## src/rtl/ptag_pkg.sv

```systemverilog
package ptag_pkg;
    localparam int PTR_W     = 64;
    localparam int VER_W     = 4;
    localparam int LINE_LSB  = 6;
    localparam int MASK_STEP = 8;
    localparam logic [VER_W-1:0] VER_MIGRATE = '1;
    localparam logic [VER_W-1:0] VER_ANY_LO  = '0;

    typedef enum logic [1:0] {
        CAUSE_OK       = 2'd0,
        CAUSE_MISMATCH = 2'd1,
        CAUSE_MIGRATE  = 2'd2
    } cause_e;

    typedef struct packed {
        logic             vld;
        logic [PTR_W-1:0] addr;
        cause_e           cause;
    } rsp_t;
endpackage

```

## src/rtl/ptag_tag_table.sv

```systemverilog
module ptag_tag_table
    import ptag_pkg::*;
#(
    parameter int ENTRIES = 16,
    localparam int IDX_W  = $clog2(ENTRIES)
) (
    input  logic             clk_i,
    input  logic             rst_ni,
    input  logic [IDX_W-1:0] rd_idx_i,
    output logic [VER_W-1:0] rd_ver_o,
    input  logic             wr_en_i,
    input  logic [IDX_W-1:0] wr_idx_i,
    input  logic [VER_W-1:0] wr_ver_i
);
    logic [VER_W-1:0] tag_d [ENTRIES];
    logic [VER_W-1:0] tag_q [ENTRIES];

    always_comb begin
        for (int i = 0; i < ENTRIES; i++) begin
            tag_d[i] = tag_q[i];
        end
        if (wr_en_i) begin
            tag_d[wr_idx_i] = wr_ver_i;
        end
    end

    always_ff @(posedge clk_i) begin
        for (int i = 0; i < ENTRIES; i++) begin
            if (!rst_ni) tag_q[i] <= '0;
            else         tag_q[i] <= tag_d[i];
        end
    end

    // Read sees contents before this cycle's write.
    assign rd_ver_o = tag_q[rd_idx_i];
endmodule

```

## config.mk

```make
export PLATFORM = sky130hd
export DESIGN_NAME = ptag_tag_table
export DESIGN_NICKNAME = d
export VERILOG_FILES = /design/src/rtl/ptag_pkg.sv /design/src/rtl/ptag_tag_table.sv
export SDC_FILE = /design/constraint.sdc
export NUM_CORES = 1
export LEC_CHECK = 0
export ABC_AREA = 1
export BUFFER_PORTS_ARGS = -buffer_cell sky130_fd_sc_hd__clkbuf_2
export CORE_MARGIN = 4
export CORE_UTILIZATION = 47
export CTS_CLUSTER_DIAMETER = 40
export DETAILED_ROUTE_END_ITERATION = 10
export PLACE_DENSITY_LB_ADDON = 0.12
export SKIP_CTS_REPAIR_TIMING = 1
export SLEW_MARGIN = 40
export SYNTH_ARGS = -nofsm -noshare
export SYNTH_HDL_FRONTEND = slang
export SYNTH_SLANG_ARGS = --single-unit
```

## constraint.sdc

```tcl
create_clock -name clk_i -period 2.87 [get_ports clk_i]
set_clock_uncertainty 0.05 [all_clocks]
set_input_delay 0.287 -clock clk_i [delete_from_list [all_inputs] [get_ports clk_i]]
set_output_delay 0.287 -clock clk_i [all_outputs]
set_load 0.01 [all_outputs]
```

==> impl_results.md, run 1 <==
* Outcome: finished, final reports clean
* H-tree Lvls at 3
* Initial antenna violation count at 0
* Max Clock Freq at roughly 0.49 GHz
* Peak supply drop at 0.291 mV
* Worst reg-to-reg setup slack at 2.17 ns
* Synthesized cell area at 3120 sq um
* Largest driver fanout on the critical path at 25
* CTS tree: yes
* Bufs and invs on worst path at 4
* Routed wl met2 at 3460 microns
* Worst Hold Path EP: tag_q[0][1]
* Buffers on Ports at 18
* Area Growth Syn to Fin at 8.42%
* Routed len/inst at about 14 microns
* Final design utilization at 0.530
* Worst slew margin at 0.467
* Fill cells at 657
* Top delay family on crit path: buffers and inverters
* Setup ws final at 0.823 ns
* Leakage power at roughly 1.5 nW
* First-pass GRT wire length at 13200 microns
* Row count at 29
* YS warnings at 0
* Tmin final at 2.05 ns
* Final hold violations at 0
* Top Registers: tag_q (64)
* Finish-stage setup viols at 0
* Share of the synthesized area in the top cell type at 0.410
* Worst Reg-to-Reg Cells at 2
* Die area at 8010 sq um
* Number of flip-flops in the largest register at 64
* Worst hold path class: input pin to register
* Syn Inst Count at 492
* Total power at 1.75 mW
* Wire length on met3 at 489 microns
* Hpwl dp at approximately 5500 microns
* Synth Net Count at slightly above 500
* Setup CP Type: input pin to output pin
* Most flops, register: tag_q
* #FFs+latches synth at 64
* Worst Min Path Start: wr_idx_i[3]
* Final nets at 519
* Final hold slack at 0.304 ns
* CTS Buf Count at 9
* CTS max path bufs at 2
* Drt first pass iters at 5
* Crit-path most repeated cell: nand3_1
* Register area share after synthesis at 0.410
* Boundary Pins at 19
* Synth cell types at 14
* Pwr Density at ~520 nW/um^2
* Final setup TNS at 0 ns
* RSZ-0062 raised after global routing: false
* Die width at 89.5 microns
* Setup crit start kind: input pin
* Vias in the first global route at 2729
* Routability cong. at 0.898
* GR Overflow Total at 0
* Ant diodes at 0
* Initial DRC count at 210
* R2r startpoint: tag_q[7][2]
* DRC Markers at 0
* Crit path cell chain: clkbuf_2 > inv_1 > buf_4 > nand2_1 > nand3_1 > nand3_1 > nand3_1 > nand2_1 > clkbuf_2
* Vias at about 3000
* Syn_area_per_cell at approximately 6.3 sq um
* Tcrit/Tclk final at 0.713
* MaxCap Viol Count at 0
* CTS sink count at 64
* Max Used Layer: met4
* Top area cells in the synthesized netlist: dfxtp_1, nand2_1, nor2_1, nand3_1, o21ai_0
* Max Slew Vio Count at 0
* Most common cell after layout, fill and taps aside: nand2_1
* FF-to-FF End: tag_q[7][2]
* Wl on met1 at between 3000 and 4000 microns
* Worst Setup End Kind: output pin
* Total Wirelength at 7960 microns
* Worst path required time at 2.53 ns
* Commonest non-fill, non-tap cells in the layout: nand2_1, nor2_1, inv_1, dfxtp_1, nand3_1
* WP data arrival at 1.71 ns
* Dpl ws at 0.842 ns
* Worst-margin pin slew at 0.799 ns
* Yosys top cell by area: dfxtp_1
* Clk slew on worst S/H paths at 0.06 ns
* DRT antenna net count at 0
* All-Layer GR Usage at 0.217
* CP max-delay cell: inv_1
* Worst skew pair latency at 0.33 ns
* Hold Path Stages at 4
* Slowest Stage Delay on Critical Path at slightly below 0.6 ns
* Die height at 89.5 microns
* Via-to-Cell Ratio at 5.15
* Root buf cell: clkbuf_8
* Share of cells above drive strength 1 at 0.105
* Initial Util at 0.489
* Core area at 6390 sq um
* Largest net degree at the start of global routing at 33
==> layer usage <==
| metal | GRT usage | up-vias |
|---|---|---|
| met1 | 0.296 | 1347 |
| met2 | 0.332 | 84 |
| met5 | 0 | - |
| met3 | 0.0461 | 16 |
| met4 | 0.0880 | 0 |
| li1 | - | 1559 |
==> logic make-up (layout without fill, tap and decap cells) <==
| kind of cell | count (synthesis) | in the layout | share of synthesized area |
|---|---|---|---|
| flops | 64 | 64 | 0.410 |
| simple gates | 254 | 254 | 0.339 |
| compound gates | 80 | 80 | 0.128 |
| buf+inv | 94 | 109 | 0.122 |
==> cells in the mapped netlist <==
library cell and instances:
a21oi_1 24, buf_2 10, buf_4 4, clkbuf_1 6, clkbuf_2 1, dfxtp_1 64, inv_1 64, inv_2 9
nand2_1 100, nand3_1 58, nor2_1 85, nor2_2 10, nor2_4 1, o21ai_0 56
==> power breakdown <==
group	internal [mW]	switching [mW]
Sequential	0.907	0.00759
Combinational	0.0559	0.133
Clock	0.327	0.318
==> how the worst max path moves through the flow <==
stage / startpoint / to / slack [ns] / cells past startpoint
after global routing: rd_idx_i[0] / rd_ver_o[0] / 0.68 / 9
after CTS: rd_idx_i[0] / rd_ver_o[1] / 0.84 / 9
after detailed placement: rd_idx_i[0] / rd_ver_o[1] / 0.84 / 9
after floorplan: rd_idx_i[1] / rd_ver_o[0] / 1.49 / 7
final: rd_idx_i[0] / rd_ver_o[3] / 0.82 / 9
after global placement: rd_idx_i[0] / rd_ver_o[3] / 0.86 / 9
==> final cells by class <==
type	instances	area, sq um	area share
multi-input cells	334	1460	0.431
flip-flops and latches	64	1280	0.379
inverters	73	274	0.0810
clock buffers	13	149	0.0440
repair buffers	22	120	0.0355
well taps	77	96.3	0.0285
clock inverters	1	5.00	0.00148
==> worst register-to-register path, stage by stage, from the launching register on <==
cell and delay (ns):
dfxtp_1 0.31, o21ai_0 0.17, nor2_1 0.06
==> stage by stage <==
step / instance area, sq um / cells
floorplan: 3120 / 492
CTS: 3380 / 584
finish: 3380 / 584
global route: 3380 / 584
detailed placement: 3230 / 570
global placement: 3230 / 570
Power figures use the tool's default switching activity.
==> run 2, diff against run 1 <==
==> constraint.sdc (replaced) <==
create_clock -name clk_i -period 2 [get_ports clk_i]
set_clock_uncertainty 0.05 [all_clocks]
set_input_delay 0.2 -clock clk_i [delete_from_list [all_inputs] [get_ports clk_i]]
set_output_delay 0.2 -clock clk_i [all_outputs]
set_load 0.01 [all_outputs]
==> run 2 against run 1 <==
Effect of this change: largest power group unchanged; global-route usage up 0.22 points; via count decreased by 0.37%; sequential power is 43% higher; design area rose by 0.74%; register-to-register slack worse by 0.87 ns; worst hold slack got worse by 0.10 ns; wire length up 1.7%; final cell count grew 0.17%; worst setup slack worse by 0.51 ns; core utilization is 0.39 points higher; die area stayed put; highest routed layer unchanged; critical endpoint unchanged.
==> impl_results.md, run 2 (same netlist as run 1, synthesis figures left out) <==
* CTS max path bufs at 2 (unchanged)
* Ant diodes at 0 (unchanged)
* Finish-stage setup viols at 0 (unchanged)
* Max Slew Vio Count at 0 (unchanged)
* Area Growth Syn to Fin at 9.22%
* Number of flip-flops in the largest register at 64 (unchanged)
* Total Wirelength at 8100 microns (+1.7%)
* Worst Setup End Kind: output pin
* Pwr Density at 738 nW/um^2 (+43%)
* DRC Markers at 0 (unchanged)
* Initial antenna violation count at 0 (unchanged)
* Root buf cell: clkbuf_8
* CTS tree: yes
* Critical path startpoint: rd_idx_i[1]
* Die area at 8010 sq um (unchanged)
* DRT antenna net count at 0 (unchanged)
* Buffers on Ports at 18 (unchanged)
* Sw frac at 0.276 (+0.0133)
* Die height at 89.5 microns (unchanged)
* Most common cell after layout, fill and taps aside: nand2_1
* Via-to-Cell Ratio at 5.12 (-0.54%)
* Peak supply drop at 0.528 mV (+81%)
* Routability cong. at 0.882 (-1.8%)
* Setup CP Type: input pin to output pin
* Initial Util at 0.489 (unchanged)
* WP data arrival at 1.44 ns (-0.27 ns)
* Vias in the first global route at 2668 (-2.2%)
* H-tree Lvls at 3 (unchanged)
* Final setup TNS at 0 ns (unchanged)
* MaxCap Viol Count at 0 (unchanged)
* Cell-internal power at 1.82 mW (+41%)
* Top Registers: tag_q (64)
* Psw at 0.693 mW (+51%)
* Max Used Layer: met4
* Routed wl met2 at 3610 microns (+4.1%)
* Sequential share of power at 0.521 (-0.002)
* Setup crit start kind: input pin
* CTS Buf Count at 9 (unchanged)
* Worst slew margin at 0.680 (+0.213)
* Largest net degree at the start of global routing at 33 (unchanged)
* Boundary Pins at 19 (unchanged)
* Outcome: finished, final reports clean
* Worst Hold Path EP: tag_q[0][0]
* GR Overflow Total at 0 (unchanged)
* Worst reg-to-reg setup slack at 1.30 ns (-0.87 ns)
* Setup ws final at 0.310 ns (-0.513 ns)
* Leakage power at 1.53 nW (+0.58%)
* Wire length on met3 at 351 microns (-28%)
* Fill cells at 656 (-0.15%)
* Worst Min Path Start: wr_idx_i[3]
* Commonest non-fill, non-tap cells in the layout: nand2_1, nor2_1, inv_1, dfxtp_1, nand3_1
* Max Clock Freq at 0.592 GHz
* Share of cells above drive strength 1 at 0.108 (+0.00373)
* Wl on met1 at 3970 microns (+3.3%)
* Largest driver fanout on the critical path at 17 (-32%)
* Worst-margin pin slew at 0.481 ns (-0.318 ns)
* Most flops, register: tag_q
* Worst path required time at 1.75 ns (-0.78 ns)
* Final hold violations at 0 (unchanged)
* Vias at 2995 (-0.37%)
* Core area at 6390 sq um (unchanged)
* Row count at 29 (unchanged)
* Routed len/inst at 13.8 microns (+1.6%)
* Clock power frac at 0.368 (about the same)
* All-Layer GR Usage at 0.219 (+0.00222)
* Tmin final at 1.69 ns
* R2r startpoint: tag_q[4][3]
* Final nets at 519 (unchanged)
* Hold Path Stages at 4 (unchanged)
* Drt first pass iters at 5 (unchanged)
* Initial DRC count at 226 (+7.6%)
* Die width at 89.5 microns (unchanged)
* Worst skew pair latency at 0.34 ns (about the same)
* Comb power frac at 0.111 (+0.003)
* Clk slew on worst S/H paths at 0.07 ns (about the same)
* RSZ-0062 raised after global routing: false
* First-pass GRT wire length at 13200 microns (-0.48%)
* FF-to-FF End: tag_q[4][3]
* CTS sink count at 64 (unchanged)
* Hpwl dp at 5590 microns (+1.6%)
* Dpl ws at 0.322 ns (-0.521 ns)
* Worst Reg-to-Reg Cells at 2 (unchanged)
* Worst hold path class: input pin to register
* Tcrit/Tclk final at 0.845
[run 2: layout make-up]
type,instances,area [sq um],share of cell area
Clock inverter,4,22.5,0.00661
Sequential cell,64,1280,0.376
Tap cell,77,96.3,0.0283
Clock buffer,11,131,0.0385
Timing Repair Buffer,22,145,0.0426
Multi-Input combinational cell,334,1460,0.428
Inverter,73,274,0.0804
[run 2: layer usage]
layer | vias up | GRT usage
met4 | 0 | 0.120
met5 | - | 0
met1 | 1342 | 0.304
li1 | 1557 | -
met2 | 78 | 0.322
met3 | 18 | 0.0359
[run 2: worst max-delay path by stage]
stage | endpoint | slack, ns | cells after the start
after global routing | rd_ver_o[0] | 0.18 | 7
after CTS | rd_ver_o[2] | 0.32 | 7
after global placement | rd_ver_o[1] | 0.39 | 7
after detailed placement | rd_ver_o[3] | 0.32 | 7
after floorplan | rd_ver_o[0] | 0.80 | 7
final | rd_ver_o[3] | 0.31 | 7
[run 2: stage by stage]
stage | total power [mW] | std cells | util | area [sq um] | hold WS (ns)
floorplan | 1.53 | 492 | - | 3120 | 0.315
CTS | 2.53 | 585 | 0.534 | 3410 | 0.191
detailed placement | 1.62 | 570 | 0.510 | 3260 | 0.404
finish | 2.52 | 585 | 0.534 | 3410 | 0.202
global route | 2.64 | 585 | 0.534 | 3410 | 0.214
global placement | 1.62 | 570 | 0.510 | 3260 | 0.393
[run 2: power groups by stage]
| stage | Sequential, mW | Combinational (mW) | Clock [mW] |
|---|---|---|---|
| after global routing | 1.31 | 0.312 | 1.01 |
| final | 1.31 | 0.278 | 0.926 |
| after detailed placement | 1.34 | 0.277 | 0 |
| after CTS | 1.31 | 0.278 | 0.939 |
| after global placement | 1.34 | 0.275 | 0 |
| after floorplan | 1.34 | 0.188 | 0 |
[run 2: worst max-delay path, cell delays in order]
cell and delay, ns:
clkbuf_2 0.23, inv_1 0.43, nand3_1 0.14, nand3_1 0.10, nand3_1 0.09, nand2_1 0.11
clkbuf_2 0.14
==> run 3, diff against run 2 <==
==> constraint.sdc (replaced) <==
create_clock -name clk_i -period 1.76 [get_ports clk_i]
set_clock_uncertainty 0.05 [all_clocks]
set_input_delay 0.176 -clock clk_i [delete_from_list [all_inputs] [get_ports clk_i]]
set_output_delay 0.176 -clock clk_i [all_outputs]
set_load 0.01 [all_outputs]
==> run 3 against run 2 <==
Effect of this change: clock-buffer cell count grew 1; sequential power up 14%; sequential cell count unchanged; worst hold slack got worse by 0.019 ns; die area is the same; total power rose by 24%.
==> impl_results.md, run 3 (same netlist as run 1, synthesis figures left out) <==
* Outcome: finished, final reports clean
* Worst Setup End Kind: output pin
* Buffers on Ports at 18 (unchanged)
* Max Slew Vio Count at 0 (unchanged)
* GRT met2 Usage at 0.346 (+0.0234)
* Root buf cell: clkbuf_8
* DRC Markers at 0 (unchanged)
* Final nets at 520 (+0.19%)
* Core area at 6390 sq um (unchanged)
* Routability cong. at 0.911 (+3.3%)
* M1 GR Usage at 0.293 (-0.0107)
* Row count at 29 (unchanged)
* DRT antenna net count at 0 (unchanged)
* Most flops, register: tag_q
* Finished Cell Area at 3460 sq um (+1.4%)
* Dpl ws at 0.368 ns (+0.0464 ns)
* Area Growth Syn to Fin at 10.7%
* Max Clock Freq at 0.655 GHz
* Die width at 89.5 microns (unchanged)
* Vias at 2999 (+0.13%)
* Routed len/inst at 14.0 microns (+1.4%)
* Setup crit start kind: register
* RSZ-0062 raised after global routing: false
* CTS tree: yes
* Area of placed instances at 3250 sq um (-0.15%)
* Setup CP Type: register to output pin
* Worst skew pair latency at 0.34 ns (about the same)
* Worst Reg-to-Reg Cells at 2 (unchanged)
* Clk slew on worst S/H paths at 0.07 ns (about the same)
* Tcrit/Tclk final at 0.867
* Worst reg-to-reg setup slack at 1.06 ns (-0.24 ns)
* Worst Hold Path EP: tag_q[0][1]
* R2r startpoint: tag_q[11][3]
* Final hold slack at 0.183 ns (-0.0186 ns)
* Largest driver fanout on the critical path at 2 (-15)
* GR Overflow Total at 0 (unchanged)
* CTS Buf Count at 9 (unchanged)
* Post-route insts no fill at 586 (+0.17%)
* CTS max path bufs at 2 (unchanged)
* First-pass GRT wire length at 13600 microns (+2.9%)
* Hold Path Stages at 4 (unchanged)
* Final design utilization at 0.541 (+0.00725)
* Final hold violations at 0 (unchanged)
* Total Wirelength at 8230 microns (+1.6%)
* Worst-margin pin slew at 0.487 ns (+0.00646 ns)
* Leakage power at 1.55 nW (+1.9%)
* Initial antenna violation count at 0 (unchanged)
* Hpwl dp at 5700 microns (+2.0%)
* All-Layer GR Usage at 0.226 (+0.00656)
* Vias in the first global route at 2807 (+5.2%)
* Fill cells at 664 (+1.2%)
* Pwr Density at 900 nW/um^2 (+22%)
* Worst slew margin at 0.675 (-0.00431)
* Share of cells above drive strength 1 at 0.114 (+0.00568)
* MaxCap Viol Count at 0 (unchanged)
* WP data arrival at 1.30 ns (-0.14 ns)
* Finish-stage setup viols at 0 (unchanged)
* Most common cell after layout, fill and taps aside: nand2_1
* Largest net degree at the start of global routing at 33 (unchanged)
* GRT Max-Usage Layer: met2
* Worst path required time at 1.53 ns (-0.22 ns)
* Placed cells at 571 (+0.18%)
* FF-to-FF End: tag_q[11][3]
* Die height at 89.5 microns (unchanged)
* H-tree Lvls at 3 (unchanged)
* Die area at 8010 sq um (unchanged)
* Top Registers: tag_q (64)
* Worst Min Path Start: wr_idx_i[3]
* Commonest non-fill, non-tap cells in the layout: nand2_1, nor2_1, inv_1, dfxtp_1, nand3_1
* Final setup TNS at 0 ns (unchanged)
* Tmin final at 1.53 ns
* Met3 usage at 0.0525 (+0.0166)
* Boundary Pins at 19 (unchanged)
* Number of flip-flops in the largest register at 64 (unchanged)
* CTS sink count at 64 (unchanged)
* Drt first pass iters at 5 (unchanged)
* Initial DRC count at 145 (-36%)
* Ant diodes at 0 (unchanged)
* Total power at 3.11 mW (+24%)
* Initial Util at 0.489 (unchanged)
* Setup ws final at 0.233 ns (-0.0772 ns)
* Worst hold path class: input pin to register
* Via-to-Cell Ratio at 5.12 (about the same)
* Peak supply drop at 0.721 mV (+37%)
-- run 3: cell types whose count changed in the layout (fill, tap and decap cells not counted), sizes merged --
cell	previous run	this run
buf	4	5
bufinv	0	1
clkbuf	29	30
clkinv	3	2
clkinvlp	1	0
-- run 3: layout make-up --
type	instances	area [sq um]	area share
clock buffers	12	165	0.0478
inverters	73	274	0.0793
clock inverters	3	40.0	0.0116
multi-input cells	334	1460	0.422
well taps	77	96.3	0.0279
flip-flops and latches	64	1280	0.371
repair buffers	23	140	0.0406
-- run 3: metal layers --
metal | share of wire | vias to the layer above
met5 | 0 | -
met4 | 0.034 | 0
met3 | 0.046 | 24
met2 | 0.44 | 87
met1 | 0.48 | 1331
li1 | - | 1557
-- run 3: worst max-delay path by stage --
stage	slack, ns	end	from
floorplan	0.60	rd_ver_o[0]	rd_idx_i[1]
global placement	0.37	rd_ver_o[2]	rd_idx_i[1]
detailed placement	0.37	rd_ver_o[2]	rd_idx_i[0]
CTS	0.23	rd_ver_o[0]	tag_q[13][0]
global route	0.15	rd_ver_o[2]	tag_q[6][2]
finish	0.23	rd_ver_o[0]	tag_q[13][0]
-- run 3: worst max-delay path: stages, from the launching register on --
cell	delay [ns]
dfxtp_1	0.30
inv_1	0.09
nand2_1	0.06
nand3_1	0.10
nand3_1	0.08
nand3_1	0.12
nand2_1	0.07
clkbuf_2	0.13
-- run 3: power breakdown --
part / internal (mW) / leakage, nW / switching (mW)
clock: 0.757 / 0.108 / 0.547
combinational: 0.0957 / 0.929 / 0.220
sequential: 1.48 / 0.518 / 0.0127
total: 2.33 / 1.55 / 0.780
